File: src/rtl/pwm4_pkg.sv
package pwm4_pkg;

   localparam int unsigned REG_W = 32;

   localparam int unsigned OFF_PRESCALE = 'h00;
   localparam int unsigned OFF_SELECT   = 'h04;
   localparam int unsigned OFF_CONTROL  = 'h08;
   localparam int unsigned CH_STRIDE    = 12;

   // control nibble of one channel
   typedef struct packed {
      logic cont;   // bit 3: continuous mode
      logic inv;    // bit 2: polarity flip
      logic rsv;    // bit 1: unused
      logic en;     // bit 0: enable
   } ctl_nib_t;

   function automatic int unsigned nib_pos(int unsigned ch);
      return (ch == 0) ? 0 : 4 + 4 * ch;
   endfunction

   function automatic int unsigned period_off(int unsigned ch);
      return 'h0C + CH_STRIDE * ch;
   endfunction

   function automatic int unsigned compare_off(int unsigned ch);
      return 'h10 + CH_STRIDE * ch;
   endfunction

   function automatic int unsigned count_off(int unsigned ch);
      return 'h14 + CH_STRIDE * ch;
   endfunction

endpackage

File: src/rtl/pwm4_regs.sv
module pwm4_regs
   import pwm4_pkg::*;
#(
   parameter int unsigned NUM_CH = 4,
   parameter int unsigned CNT_W  = 16,
   parameter int unsigned ADDR_W = 12
) (
   input  logic                             clk,
   input  logic                             rst_n,
   input  logic                             wr_en,
   input  logic [ADDR_W-1:0]                addr,
   input  logic [REG_W-1:0]                 wdata,
   output logic [REG_W-1:0]                 rdata,
   input  logic [NUM_CH-1:0][CNT_W-1:0]     cnt_view,
   output logic [NUM_CH-1:0][CNT_W-1:0]     period_o,
   output logic [NUM_CH-1:0][CNT_W-1:0]     compare_o,
   output ctl_nib_t [NUM_CH-1:0]            ctl_o
);

   localparam logic [CNT_W-1:0] CNT_MAX = '1;

   logic             aligned;
   logic [CNT_W-1:0] wr_clamped;
   logic [REG_W-1:0] prescale_q, select_q, control_q;

   assign aligned    = (addr[1:0] == 2'b00);
   assign wr_clamped = (|wdata[REG_W-1:CNT_W]) ? CNT_MAX : wdata[CNT_W-1:0];

   always_ff @(posedge clk or negedge rst_n) begin
      if (!rst_n) begin
         prescale_q <= '0;
         select_q   <= '0;
         control_q  <= '0;
      end else if (wr_en && aligned) begin
         if (addr == ADDR_W'(OFF_PRESCALE)) prescale_q <= wdata;
         if (addr == ADDR_W'(OFF_SELECT))   select_q   <= wdata;
         if (addr == ADDR_W'(OFF_CONTROL))  control_q  <= wdata;
      end
   end

   for (genvar n = 0; n < NUM_CH; n++) begin : g_ch
      logic [CNT_W-1:0] period_q, compare_q;
      logic             hit_per, hit_cmp;

      assign hit_per = wr_en && aligned && (addr == ADDR_W'(period_off(n)));
      assign hit_cmp = wr_en && aligned && (addr == ADDR_W'(compare_off(n)));

      always_ff @(posedge clk or negedge rst_n) begin
         if (!rst_n) begin
            period_q  <= '0;
            compare_q <= '0;
         end else begin
            if (hit_per) period_q  <= wr_clamped;
            if (hit_cmp) compare_q <= wr_clamped;
         end
      end

      assign period_o[n]  = period_q;
      assign compare_o[n] = compare_q;
      assign ctl_o[n]     = control_q[nib_pos(n) +: 4];

      // oversize writes saturate
      p_clamp_per_r2: assert property (@(posedge clk) disable iff (!rst_n)
         (wr_en && addr == ADDR_W'(period_off(n)) && wdata > REG_W'(CNT_MAX))
         |=> period_o[n] == CNT_MAX);
      p_clamp_cmp_r2: assert property (@(posedge clk) disable iff (!rst_n)
         (wr_en && addr == ADDR_W'(compare_off(n)) && wdata > REG_W'(CNT_MAX))
         |=> compare_o[n] == CNT_MAX);
   end

   always_comb begin
      rdata = '0;
      if (aligned) begin
         if (addr == ADDR_W'(OFF_PRESCALE)) rdata = prescale_q;
         if (addr == ADDR_W'(OFF_SELECT))   rdata = select_q;
         if (addr == ADDR_W'(OFF_CONTROL))  rdata = control_q;
         for (int n = 0; n < NUM_CH; n++) begin
            if (addr == ADDR_W'(period_off(n)))  rdata = REG_W'(period_o[n]);
            if (addr == ADDR_W'(compare_off(n))) rdata = REG_W'(compare_o[n]);
            if (addr == ADDR_W'(count_off(n)))   rdata = REG_W'(cnt_view[n]);
         end
      end
   end

   // a misaligned write leaves the shared words alone
   p_unaligned_r10: assert property (@(posedge clk) disable iff (!rst_n)
      (wr_en && addr[1:0] != 2'b00)
      |=> ($stable(control_q) && $stable(prescale_q) && $stable(select_q)));

endmodule

File: src/rtl/pwm4_chan.sv
module pwm4_chan
   import pwm4_pkg::*;
#(
   parameter int unsigned CNT_W   = 16,
   parameter bit          OUT_REG = 1'b0
) (
   input  logic             clk,
   input  logic             rst_n,
   input  logic             tick,
   input  ctl_nib_t         ctl,
   input  logic [CNT_W-1:0] period,
   input  logic [CNT_W-1:0] compare,
   output logic [CNT_W-1:0] cnt_view,
   output logic             pwm
);

   logic             run;
   logic             active;
   logic             pwm_nxt;
   logic [CNT_W-1:0] cnt_q;

   assign run = ctl.en && ctl.cont;

   always_ff @(posedge clk or negedge rst_n) begin
      if (!rst_n)             cnt_q <= '0;
      else if (!run)          cnt_q <= period;
      else if (tick) begin
         if (cnt_q == '0)     cnt_q <= period;
         else                 cnt_q <= cnt_q - CNT_W'(1);
      end
   end

   assign active   = run && (period != '0) && (cnt_q <= compare);
   assign pwm_nxt  = active ^ ctl.inv;
   assign cnt_view = run ? cnt_q : period;

   if (OUT_REG) begin : g_out_flop
      logic pwm_q;
      always_ff @(posedge clk or negedge rst_n) begin
         if (!rst_n) pwm_q <= 1'b0;
         else        pwm_q <= pwm_nxt;
      end
      assign pwm = pwm_q;
   end else begin : g_out_comb
      assign pwm = pwm_nxt;
   end

   // stopped channel sits at the inactive level
   p_idle_level_r3: assert property (@(posedge clk) disable iff (!rst_n)
      !run |-> pwm_nxt == ctl.inv);
   // count holds without tick, steps down with tick, reloads at zero
   p_hold_r4: assert property (@(posedge clk) disable iff (!rst_n)
      (run && !tick) |=> cnt_q == $past(cnt_q));
   p_step_r4: assert property (@(posedge clk) disable iff (!rst_n)
      (run && tick && cnt_q != '0) |=> cnt_q == $past(cnt_q) - CNT_W'(1));
   p_wrap_r4: assert property (@(posedge clk) disable iff (!rst_n)
      (run && tick && cnt_q == '0) |=> cnt_q == $past(period));
   // flat outputs at the extremes
   p_flat_low_r6: assert property (@(posedge clk) disable iff (!rst_n)
      (period == '0) |-> pwm_nxt == ctl.inv);
   p_flat_high_r6: assert property (@(posedge clk) disable iff (!rst_n)
      (run && period != '0 && compare >= period && cnt_q <= period)
      |-> pwm_nxt == !ctl.inv);

endmodule

File: src/rtl/pwm4_regbank.sv
module pwm4_regbank
   import pwm4_pkg::*;
#(
   parameter int unsigned NUM_CH  = 4,
   parameter int unsigned CNT_W   = 16,
   parameter int unsigned ADDR_W  = 12,
   parameter bit          OUT_REG = 1'b0
) (
   input  logic              clk,
   input  logic              rst_n,
   input  logic              wr_en,
   input  logic [ADDR_W-1:0] addr,
   input  logic [31:0]       wdata,
   output logic [31:0]       rdata,
   input  logic [NUM_CH-1:0] chan_tick,
   output logic [NUM_CH-1:0] pwm_out
);

   localparam int unsigned LAST_OFF = count_off(NUM_CH - 1);

   if (NUM_CH < 1 || NUM_CH > 4) begin : g_bad_ch
      $error("NUM_CH must lie in 1..4 to fit the control word");
   end
   if (CNT_W < 2 || CNT_W > 16) begin : g_bad_w
      $error("CNT_W must lie in 2..16");
   end
   if (LAST_OFF >= (1 << ADDR_W)) begin : g_bad_a
      $error("ADDR_W too narrow for the register map");
   end

   logic [NUM_CH-1:0][CNT_W-1:0] period, compare, cnt_view;
   ctl_nib_t [NUM_CH-1:0]        ctl;

   pwm4_regs #(
      .NUM_CH (NUM_CH),
      .CNT_W  (CNT_W),
      .ADDR_W (ADDR_W)
   ) i_regs (
      .clk       (clk),
      .rst_n     (rst_n),
      .wr_en     (wr_en),
      .addr      (addr),
      .wdata     (wdata),
      .rdata     (rdata),
      .cnt_view  (cnt_view),
      .period_o  (period),
      .compare_o (compare),
      .ctl_o     (ctl)
   );

   for (genvar n = 0; n < NUM_CH; n++) begin : g_chan
      pwm4_chan #(
         .CNT_W   (CNT_W),
         .OUT_REG (OUT_REG)
      ) i_chan (
         .clk      (clk),
         .rst_n    (rst_n),
         .tick     (chan_tick[n]),
         .ctl      (ctl[n]),
         .period   (period[n]),
         .compare  (compare[n]),
         .cnt_view (cnt_view[n]),
         .pwm      (pwm_out[n])
      );
   end

endmodule

File: config.mk
export PLATFORM = sky130hd
export DESIGN_NAME = pwm4_regbank
export DESIGN_NICKNAME = d
export VERILOG_FILES = /design/src/rtl/pwm4_pkg.sv /design/src/rtl/pwm4_regs.sv /design/src/rtl/pwm4_chan.sv /design/src/rtl/pwm4_regbank.sv
export SDC_FILE = /design/constraint.sdc
export NUM_CORES = 1
export LEC_CHECK = 0
export ABC_AREA = 1
export ABC_CLOCK_PERIOD_IN_PS = 6000
export CAP_MARGIN = 20
export CORE_MARGIN = 5
export CORE_UTILIZATION = 45
export CTS_CLUSTER_SIZE = 28
export DETAILED_ROUTE_END_ITERATION = 8
export DONT_BUFFER_PORTS = 1
export GPL_TIMING_DRIVEN = 0
export SLEW_MARGIN = 20
export SYNTH_ARGS = -nofsm -noshare
export SYNTH_HDL_FRONTEND = slang
export SYNTH_SLANG_ARGS = --single-unit
File: constraint.sdc
create_clock -name clk -period 6 [get_ports clk]
set_input_delay 0.9 -clock clk [delete_from_list [all_inputs] [get_ports clk]]
set_output_delay 0.9 -clock clk [all_outputs]
set_load 0.1 [all_outputs]
==> flow_metrics.env <==
export IMPL_synth_warning_count=0
export IMPL_status="finished, final reports clean"
export IMPL_ir_drop_mv=0.215
export IMPL_die_area_um2=43200
export IMPL_p_comb_share_pct=1.7
export IMPL_synth_compound_area_share_pct=20.6
export IMPL_ys_seq_area_share_pct=40.9
export IMPL_required_ns=5.10
export IMPL_power_frac_clock_pct=52.7
export IMPL_layout_cells_non_filler=3006
export IMPL_crit_top_cell="nand2_1"
export IMPL_endpoint_kind="primary output"
export IMPL_ys_types=47
export IMPL_grt_pass1_vias=16600
export IMPL_synth_seq_cells=288
export IMPL_cts_setup_buffers=0
export IMPL_setup_viol=0
export IMPL_path_cells="nor2_4 > nand2_2 > nor2_4 > inv_2 > nor2_8 > buf_2 > nand2_1 > nand2_1 > o21bai_1 > a21oi_1 > o21ai_1 > nand3_1 > nand2_1 > nand2_1 > a21oi_1 > nor2_2"
export IMPL_initialDrtViolationCount=1857
export IMPL_fill_cells=3895
export IMPL_synth_top_family_by_area="simple AND/OR/NAND/NOR gates"
export IMPL_syn_avg_cell_area_um2=7.27
export IMPL_die_x_um=208
export IMPL_tns_ns=0
export IMPL_fin_skew_ns=0.0237
export IMPL_first_pass_iters=5
export IMPL_portBuffers=0
export IMPL_routed_via_density=5.77
export IMPL_criticalPathCategory="in -> out"
export IMPL_fin_util_pct=50.9
export IMPL_maxSlewHeadroom_pct=21.7
export IMPL_cp_slowest_cell="nor2_2"
export IMPL_dr_total_vias=17300
export IMPL_ios=87
export IMPL_postSynthCellCount=2421
export IMPL_hold_path_class="in -> async"
export IMPL_synth_cell_area_um2=17600
export IMPL_switching_power_w=0.000959
export IMPL_p_sw_share_pct=22.4
export IMPL_grt_first_pass_wirelength_mm=98.7
export IMPL_post_route_min_period_ns=4.88
export IMPL_clock_latency_ns=0.56
export IMPL_wl_mm=64.2
export IMPL_cts_tree="done"
export IMPL_finalMaxSlewViolations=0
export IMPL_core_area_um2=38600
export IMPL_p_seq_share_pct=45.6
export IMPL_dp_cells=2943
export IMPL_arrival_ns=3.98
export IMPL_routabilityCongestion=0.977
export IMPL_syn_to_final_growth_pct=11.8
export IMPL_drc=0
export IMPL_num_rows=72
export IMPL_multi_input_area_um2=8930
export IMPL_critPathLaunchType="input pin"
export IMPL_synthMuxAreaShare_pct=0
export IMPL_htreeDepth=2
export IMPL_intPower_w=0.00332
export IMPL_wl_per_cell_um=21.4
export IMPL_cts_buffers=36
export IMPL_cts_root_buf="clkbuf_16"
export IMPL_seq_area_um2=7210
export IMPL_clock_fmax_ghz=0.205
export IMPL_layout_drive_gt1_share_pct=6.63
export IMPL_postRouteAntennaNets=0
export IMPL_synth_xor_area_share_pct=1.59
export IMPL_synthSimpleGateAreaFrac_pct=22.6
export IMPL_yosys_area_share_adder_pct=5.12
export IMPL_fin_crit_sh_pct=81.3
export IMPL_antenna_found_initial=2
export IMPL_fp_dieH_um=208
export IMPL_max_stage_delay_ns=0.85
export IMPL_crit_fanout=10
export IMPL_hold_viol=0
export IMPL_rsz0062_at_grt="false"
export IMPL_cap_violations=0
export IMPL_synth_flop_cell="dfrtp_1"
export IMPL_p_per_area_nw_per_um2=217
export IMPL_nNetsFinal=2586
export IMPL_synth_edf_count=0
export IMPL_dp_hpwl_mm=47.3
export IMPL_cellLeakagePower_nw=9.14
export IMPL_syn_num_nets=2544
export IMPL_cts_sinks=288
export IMPL_grt_ovfl_total=0
export IMPL_grt_start_max_net_pins=289
export IMPL_clkTransAtPathRegs_ns=0.06
export IMPL_cts_resized=0
export IMPL_clock_path_buffers=3
export IMPL_fin_hold_ws_ns=0.0430
export IMPL_max_slew_worst_pin_slew_ns=1.17
export IMPL_diodes=0
export IMPL_synthArstFlopShare_pct=100
export IMPL_grt_usage_pct=28.9
export IMPL_ctsHoldBuffers=0
export IMPL_p_total_w=0.00428
export IMPL_initial_core_util_pct=45.6
-- power groups by stage --
| stage | registers, W | clock network, W | logic (W) |
|---|---|---|---|
| 2_1_floorplan | 0.00198 | 0 | 0.0000502 |
| 3_3_place_gp | 0.00199 | 0 | 0.0000664 |
| 3_5_place_dp | 0.00199 | 0 | 0.0000698 |
| 4_1_cts | 0.00195 | 0.00228 | 0.0000703 |
| 5_1_grt | 0.00195 | 0.00236 | 0.0000788 |
| 6_report | 0.00195 | 0.00225 | 0.0000709 |
-- cell usage after synthesis, types with 3 or more instances --
| cell type | number | share of area, % |
|---|---|---|
| o21ai_1 | 6 | 0.17 |
| dfrtp_1 | 288 | 41 |
| nand3_1 | 84 | 2.4 |
| nor4_1 | 21 | 0.75 |
| a31oi_1 | 4 | 0.14 |
| xnor2_1 | 5 | 0.25 |
| buf_4 | 8 | 0.34 |
| o211ai_1 | 33 | 1.4 |
| a21oi_2 | 7 | 0.35 |
| nor2_2 | 7 | 0.25 |
| inv_1 | 270 | 5.8 |
| buf_2 | 19 | 0.54 |
| a21oi_1 | 149 | 4.2 |
| buf_6 | 3 | 0.19 |
| o22ai_1 | 19 | 0.68 |
| nand2_1 | 663 | 14 |
| o21ai_0 | 406 | 12 |
| nor2_1 | 104 | 2.2 |
| o2111ai_1 | 13 | 0.65 |
| o21a_1 | 4 | 0.17 |
| ha_1 | 72 | 5.1 |
| nand3_2 | 3 | 0.17 |
| a22o_1 | 4 | 0.20 |
| inv_2 | 17 | 0.36 |
| nand2_2 | 6 | 0.21 |
| clkbuf_1 | 87 | 1.9 |
| o221ai_1 | 7 | 0.35 |
| xor2_1 | 27 | 1.3 |
| nor3_1 | 28 | 0.80 |
| nor2_4 | 8 | 0.51 |
| a211oi_1 | 5 | 0.21 |
| buf_1 | 3 | 0.064 |
| nand4_1 | 21 | 0.75 |
-- registers in the layout (all words and copies together) (netlist names) --
register	flops
g_chan.i_chan.cnt_q	64
i_regs.g_ch.compare_q	64
i_regs.g_ch.period_q	64
i_regs.control_q	32
i_regs.prescale_q	32
i_regs.select_q	32
-- layer usage --
layer	share of wire (%)	GRT usage [%]	up-vias
met5	0	0	-
met4	3.6	9.60	0
met3	8.4	5.47	129
met2	45	45.2	768
met1	43	40.6	8327
li1	-	-	8108
-- cell type report --
class	instances	share of cell area, %
timing repair buffer	4	0.293
multi-input combinational	1724	45.4
inverter	289	5.51
clock inverter	15	0.954
sequential	288	36.6
buffer	120	2.68
clock buffer	48	5.27
tap	518	3.29
-- worst paths after layout --
check / startpoint / end / slack (ns) / cells past startpoint
max: addr[1] / rdata[2] / 1.12 / 16
min: rst_n / g_chan[1].i_chan.cnt_q[5]$_DFFE_PN0P_ / 0.04 / 0
max reg2reg: g_chan[3].i_chan.cnt_q[0]$_DFFE_PN0P_ / g_chan[3].i_chan.cnt_q[15]$_DFFE_PN0P_ / 3.51 / 11
min reg2reg: i_regs.prescale_q[27]$_DFFE_PN0P_ / i_regs.prescale_q[27]$_DFFE_PN0P_ / 0.48 / 2
max in group asynchronous: rst_n / g_chan[0].i_chan.cnt_q[9]$_DFFE_PN0P_ / 5.28 / 0
min in group clk: chan_tick[1] / g_chan[1].i_chan.cnt_q[11]$_DFFE_PN0P_ / 0.47 / 1
-- critical path, delay by kind of cell --
kind / cells / cell delay [ns]
AO/OA/AOI/OAI: 4 / 0.67
AND/OR/NAND/NOR: 10 / 2.02
buffers and inverters: 2 / 0.38
-- logic make-up (layout without fill, tap and decap cells) --
logic type,Yosys count,after routing
DFF,288,288
adders and majority gates,72,72
and+or+nand+nor,952,952
xor gates and xnor gates,32,32
AOI/OAI and AO/OA,668,668
buffers and inverters,409,476
-- cell usage in the layout, fill, tap and decap left out, types with 20 or more instances in the layout --
cell       count
a21oi_1      144
o21ai_0      406
clkbuf_16     36
nand2_1      663
dfrtp_1      288
nor3_1        28
nor2_2        20
ha_1          72
clkbuf_1      90
nand3_1       84
inv_1        270
nand4_1       21
o211ai_1      33
nor4_1        21
xor2_1        27
nor2_1        91
-- metrics by stage --
stage,area (um^2),worst slack (ns)
6_report,19700,1.12
5_1_grt,19700,1.04
4_1_cts,19700,1.21
3_5_place_dp,18500,1.21
3_3_place_gp,18300,0.686
2_1_floorplan,17600,1.45
Note: power is estimated with default switching activity, not from simulation.
